==> config.mk <==
export PLATFORM = sky130hd
export DESIGN_NAME = latched_piso
export DESIGN_NICKNAME = d
export VERILOG_FILES = /design/src/rtl/pis_pkg.sv /design/src/rtl/pis_capture_reg.sv /design/src/rtl/pis_stage_cell.sv /design/src/rtl/pis_stage_chain.sv /design/src/rtl/latched_piso.sv
export SDC_FILE = /design/constraint.sdc
export NUM_CORES = 1
export LEC_CHECK = 0
export ABC_AREA = 1
export BUFFER_PORTS_ARGS = -buffer_cell sky130_fd_sc_hd__buf_2
export CORE_MARGIN = 1
export CORE_UTILIZATION = 50
export CTS_CLUSTER_DIAMETER = 100
export CTS_CLUSTER_SIZE = 40
export DETAILED_ROUTE_END_ITERATION = 10
export GPL_TIMING_DRIVEN = 0
export PLACE_DENSITY = 0.73
export SYNTH_ARGS = -nofsm -noshare
export SYNTH_HDL_FRONTEND = slang
export SYNTH_HIERARCHICAL = 1
export SYNTH_SLANG_ARGS = --single-unit
==> constraint.sdc <==
create_clock -name clk -period 0.8 [get_ports clk]
set_input_delay 0.04 -clock clk [delete_from_list [all_inputs] [get_ports clk]]
set_output_delay 0.04 -clock clk [all_outputs]
set_load 0.05 [all_outputs]
==> src/rtl/pis_pkg.sv <==
// Package: shared types for the latched parallel-to-serial register.
// Assumes: nothing beyond a single clock domain.
package pis_pkg;
    // Operating mode of the shift stages
    typedef enum logic {
        MODE_LOAD  = 1'b0,
        MODE_SHIFT = 1'b1
    } stage_mode_e;
endpackage

==> src/rtl/pis_capture_reg.sv <==
// Module: capture register. It holds the parallel word taken on a one-cycle
// strobe. Only the power-on reset clears it.
// Assumes: cap_stb is synchronous to clk.
module pis_capture_reg #(
    parameter int WIDTH = 8
) (
    input  logic             clk,
    input  logic             por_n,
    input  logic             cap_stb,
    input  logic [WIDTH-1:0] par_in,
    output logic [WIDTH-1:0] store_q
);
    // Capture par_in on the strobe; clear on power-on reset
    always_ff @(posedge clk) begin
        if (!por_n) begin
            store_q <= '0;
        end else if (cap_stb) begin
            store_q <= par_in;
        end
    end


    cap_hold_chk: assert property (@(posedge clk) disable iff (!por_n)
        !cap_stb |=> $stable(store_q));

    cap_take_chk: assert property (@(posedge clk) disable iff (!por_n)
        cap_stb |=> store_q == $past(par_in));

    por_clear_chk: assert property (@(posedge clk)
        !por_n |=> store_q == '0);
endmodule

==> src/rtl/pis_stage_cell.sv <==
// Module: one shift stage. It loads, shifts, holds or clears a single bit.
// Assumes: both clears are synchronous and active low, and clear wins.
module pis_stage_cell
    import pis_pkg::*;
(
    input  logic        clk,
    input  logic        por_n,
    input  logic        clr_n,
    input  stage_mode_e mode,
    input  logic        shift_en,
    input  logic        prev_bit,
    input  logic        load_bit,
    output logic        q
);
    // Next-state choice: clear, then load, then shift, else hold
    always_ff @(posedge clk) begin
        if (!por_n || !clr_n) begin
            q <= 1'b0;
        end else if (mode == MODE_LOAD) begin
            q <= load_bit;
        end else if (shift_en) begin
            q <= prev_bit;
        end
    end
endmodule

==> src/rtl/pis_stage_chain.sv <==
// Module: a chain of WIDTH shift stages. Stage 0 takes the serial input and
// stage WIDTH-1 is the serial output.
// Assumes: WIDTH >= 2.
module pis_stage_chain
    import pis_pkg::*;
#(
    parameter int WIDTH = 8
) (
    input  logic             clk,
    input  logic             por_n,
    input  logic             clr_n,
    input  stage_mode_e      mode,
    input  logic             shift_en,
    input  logic             ser_in,
    input  logic [WIDTH-1:0] load_word,
    output logic [WIDTH-1:0] stages
);
    localparam int TOP = WIDTH - 1;

    logic [WIDTH-1:0] prev_vec;

    // Feed each stage from the one below it, and stage 0 from ser_in
    always_comb begin
        prev_vec = {stages[TOP-1:0], ser_in};
    end

    for (genvar i = 0; i < WIDTH; i++) begin : g_cell
        pis_stage_cell u_cell (
            .clk      (clk),
            .por_n    (por_n),
            .clr_n    (clr_n),
            .mode     (mode),
            .shift_en (shift_en),
            .prev_bit (prev_vec[i]),
            .load_bit (load_word[i]),
            .q        (stages[i])
        );
    end


    clr_chk: assert property (@(posedge clk) disable iff (!por_n)
        !clr_n |=> stages == '0);

    load_chk: assert property (@(posedge clk) disable iff (!por_n)
        (clr_n && mode == MODE_LOAD) |=> stages == $past(load_word));

    shift_chk: assert property (@(posedge clk) disable iff (!por_n)
        (clr_n && mode == MODE_SHIFT && shift_en)
        |=> stages[TOP:1] == $past(stages[TOP-1:0]) && stages[0] == $past(ser_in));

    hold_chk: assert property (@(posedge clk) disable iff (!por_n)
        (clr_n && mode == MODE_SHIFT && !shift_en) |=> $stable(stages));
endmodule

==> src/rtl/latched_piso.sv <==
// Module: top of the latched-input parallel-to-serial shift register.
// Assumes: one clock domain and single-cycle strobes.
module latched_piso
    import pis_pkg::*;
#(
    parameter int WIDTH = 8
) (
    input  logic             clk,
    input  logic             por_n,
    input  logic             shreg_clr_n,
    input  logic             cap_stb,
    input  logic [WIDTH-1:0] par_in,
    input  logic             mode_shift,
    input  logic             shift_stb,
    input  logic             ser_in,
    output logic             ser_out
);
    localparam int TOP = WIDTH - 1;

    logic [WIDTH-1:0] store_q;
    logic [WIDTH-1:0] stages;
    stage_mode_e      mode;

    // Decode the mode pin into the stage mode type
    always_comb begin
        mode = mode_shift ? MODE_SHIFT : MODE_LOAD;
    end

    pis_capture_reg #(.WIDTH(WIDTH)) u_capture (
        .clk     (clk),
        .por_n   (por_n),
        .cap_stb (cap_stb),
        .par_in  (par_in),
        .store_q (store_q)
    );

    pis_stage_chain #(.WIDTH(WIDTH)) u_chain (
        .clk       (clk),
        .por_n     (por_n),
        .clr_n     (shreg_clr_n),
        .mode      (mode),
        .shift_en  (shift_stb),
        .ser_in    (ser_in),
        .load_word (store_q),
        .stages    (stages)
    );

    // Serial output comes from the top stage
    always_comb begin
        ser_out = stages[TOP];
    end


    old_word_chk: assert property (@(posedge clk) disable iff (!por_n)
        (shreg_clr_n && !mode_shift && cap_stb) |=> stages == $past(store_q));

    clr_keeps_store_chk: assert property (@(posedge clk) disable iff (!por_n)
        (!shreg_clr_n && !cap_stb) |=> $stable(store_q));

    por_out_chk: assert property (@(posedge clk)
        !por_n |=> !ser_out);
endmodule

Word level (Yosys, flattened, before mapping):

Index checks and enable logic that the tools add are counted.

* eq/ne operators: 1
* muxes and demuxes: 17
* reduce and logical (&&, ||, !) cells: 3

Operators by type and width (number)
* $mux W1: 17
* $logic_not A1 Y1: 2
* $ne A2 B2 Y1 const B: 1
* $logic_or A1 B1 Y1: 1

* flip-flop bits (word level): 16
* bits of input ports: 15
* output and inout port bits: 1

Longest topological paths before layout:

* depth after elaboration: 2
* mapped depth: 5
* depth with buffers taken out: 4

Cells and area by module:

The synthesis kept the hierarchy.

By module, submodules not included
* pis_stage_cell: times used 8, cells each 13, area an instance 65.1 um^2, sequential area each 20.0 um^2
* pis_capture_reg: times used 1, cells each 51, area an instance 356.6 um^2, sequential area each 160.2 um^2

Worst setup path before layout:

No wires, ideal clock.

* path kind: register to register
* start point: register u_chain/g_cell[7].u_cell/q (netlist name)
* end point: register u_chain.g_cell[7].u_cell.q
* setup time: 0.064 ns
* data arrival time: 0.875 ns
* required time: 0.736 ns
* slack: -0.139 ns
* cell stages (with the launch flop): 5
* path buffers: 0
* clock period less this slack: 0.939 ns
* cells stage by stage: dfxtp_1 inv_1 nor2_1 nor2_1 nor2_1

RTL lines
* end signal, assigned: RTL line pis_stage_cell.sv:20 `q <= load_bit;`
* end signal, assigned: RTL line pis_stage_cell.sv:22 `q <= prev_bit;`
* end, declared: RTL line pis_stage_cell.sv:13 `output logic q`

Worst setup path after layout:

* start point: register u_chain.g_cell[7].u_cell.q
* end point: output port ser_out

RTL lines
* end, declared: RTL line latched_piso.sv:16 `output logic ser_out`

No word-level cell between the ends.

==> flow_summary.yaml <==
run_status:
  status: "complete, but fails checks"
  violations: "setup timing"
cts:
  cts_resized: 2
  clkLatencyLatePin_ns: 0.28
  cts_setup_buffers: 0
  cts.sinks: 16
  numCtsBuffers: 3
  cts-htree-levels: 1
  cts_tree: "yes"
  cts_root_buf: "clkbuf_4"
  clkTransAtPathRegs_ns: 0.09
  hold_buffers: 0
  ctsLongestPathBuffers: 2
setup_path:
  cp-startpoint: "u_chain/g_cell[7].u_cell/q$_SDFFE_PP0P_"
  critPathCaptureType: "primary output"
  cp.arrival_ns: 0.77
  r2r-start: "u_chain/g_cell[7].u_cell/q$_SDFFE_PP0P_"
  regToRegSetupSlack_ns: 0.14
  path_class: "flop to primary output"
  rr_endpoint: "u_chain/g_cell[7].u_cell/q$_SDFFE_PP0P_"
  cp_slowest_stage_delay_ns: 0.35
  path_max_fanout: 2
  cp.required_ns: 0.76
  reg2regPathDepth: 4
  critPathBufInv: 1
  cp_top_family: "flip-flops"
  critPathLaunchType: "flop"
  slowest_stage: "dfxtp_2"
  path_cells: "buf_8"
cells_and_area:
  fin_util_pct: 63.5
  drive_gt1_share_pct: 13.4
  layout.nets: 189
  final_cells: 188
  insertedDiodeCount: 0
  syn2layout_area_growth_pct: 14.1
drt:
  antenna_left: 0
  via_count: 773
  routedWlPerCell_microns: 6.86
  drtIter0Drc: 9
  dr.pass1.iters: 4
  totalWireLength_microns: 1290
  via_per_inst: 4.11
  drc: 0
floorplanning:
  die_h_microns: 43.9
  std_cell_rows: 14
  boundaryPins: 16
  die_x_microns: 43.9
  dieArea_sq_um: 1930
  core_area_sq_um: 1580
  start_util_pct: 55.6
grt:
  grt_pass1_vias: 611
  grtUsageTotal_pct: 16.7
  antenna_found_initial: 0
  grt_pass1_wl_microns: 2400
  gr-total-overflow: 0
  grt_max_degree: 17
sta:
  slew_viol_final: 0
  clock-skew-final_ns: 0.00450
  hold_viol: 0
  min_period_ns: 0.815
  hold_ws_ns: 0.0178
  tightest_slew_ns: 0.275
  setup-tns-final_ns: -0.0146
  setup-violations-final: 1
  max_clock_freq_mhz: 1230
  fin_crit_sh_pct: 102
  worst_slack_ns: -0.0146
  slew_headroom_pct: 81.7
  grt_setup_unrepaired: "true"
logic_synthesis:
  ys_top_cells_by_area: "dfxtp_1 (37%), nand2_1 (23%), inv_1 (17%)"
  synth_top_family_by_area: "simple AND/OR/NAND/NOR gates"
  syn_nets: 170
  ys_seq_area_share_pct: 36.5
  synth.distinct_cells: 7
  syn_area_sq_um: 877
  syn-instance-count: 155
  synth.area.mux_share_pct: 0
  avgSynthCellArea_sq_um: 5.66
  ys_warn_count: 6
  synth_xor_area_share_pct: 0
  synth.top_cell.area_share_pct: 36.5
  synth-seq-cells: 16
  synth_compound_area_share_pct: 0
  synth_fa_ha_area_share_pct: 0
  yosysTopAreaCell: "dfxtp_1"
  yosys.area_share.simple_pct: 41.7
placed_design:
  dpl.hpwl_microns: 947
  dp.cells: 185
  port_buffers: 14
  routabilityCongestion: 0.736
pwr:
  power_mw: 1.53
  ir_drop_v: 0.00113
  powerDensity_nw_per_um2: 1530
  leakagePower_nw: 0.619
worst_hold_path:
  hp-class: "input port to flop"
  hold_end: "u_capture/store_q[5]$_SDFFE_PN0P_"
  hp-start: "cap_stb"
  min_path_cells: 4
run:
  cap_violations: 0
[logic make-up after synthesis]
logic type | Yosys count
simple gates | 96
flops | 16
buf+inv | 43
[cell usage after synthesis]
cell type,count
dfxtp_1,16
buf_6,1
nand2_1,54
inv_1,40
nor2_1,40
buf_8,2
nand2_2,2
[where the power goes]
part,internal (mW),leakage (nW),switching (mW)
Sequential,0.840,0.132,0.0206
Clock,0.174,0.0138,0.237
Combinational,0.114,0.473,0.148
[metal layers]
metal | share of wire [%] | global-route usage [%] | wire length [microns] | vias to the layer above
met5 | 0 | 0 | 0 | -
met2 | 42 | 25.1 | 543 | 12
met4 | 0.70 | 10.9 | 9 | 0
li1 | - | - | - | 457
met1 | 54 | 22.1 | 692 | 302
met3 | 3.3 | 2.50 | 43 | 2
[layout make-up]
cell class,instances,area [sq um]
fillers,176,576
clock buffers,3,22.5
multi-input cells,96,365
plain buffers,3,41.3
flip-flops and latches,16,322
repair buffers,14,80.1
inverters,40,150
well taps,16,20.0
[cells in the final DEF (no fill, tap or decap), drive strengths merged]
master,n
inv,40
nand2,56
nor2,40
buf,17
clkbuf,3
dfxtp,16
[registers in the layout (all words and copies together) (netlist names)]
register / cells
u_chain/g_cell.u_cell/q: 8
u_capture/store_q: 8
[stage by stage]
step	cell area, sq um	setup WS (ns)
2_1_floorplan	878	0.0169
3_3_place_gp	968	0.169
3_5_place_dp	968	0.155
4_1_cts	997	-0.0307
5_1_grt	1000	-0.0412
6_report	1000	-0.0146
[worst max path at each step]
stage / cells after the start / slack, ns / end
2_1_floorplan: 4 / 0.02 / u_chain/g_cell[7].u_cell/q$_SDFFE_PP0P_
3_3_place_gp: 4 / 0.17 / u_chain/g_cell[6].u_cell/q$_SDFFE_PP0P_
3_5_place_dp: 4 / 0.15 / u_chain/g_cell[2].u_cell/q$_SDFFE_PP0P_
4_1_cts: 1 / -0.03 / ser_out
5_1_grt: 1 / -0.04 / ser_out
6_report: 1 / -0.01 / ser_out
(Power assumes the default switching activity.)
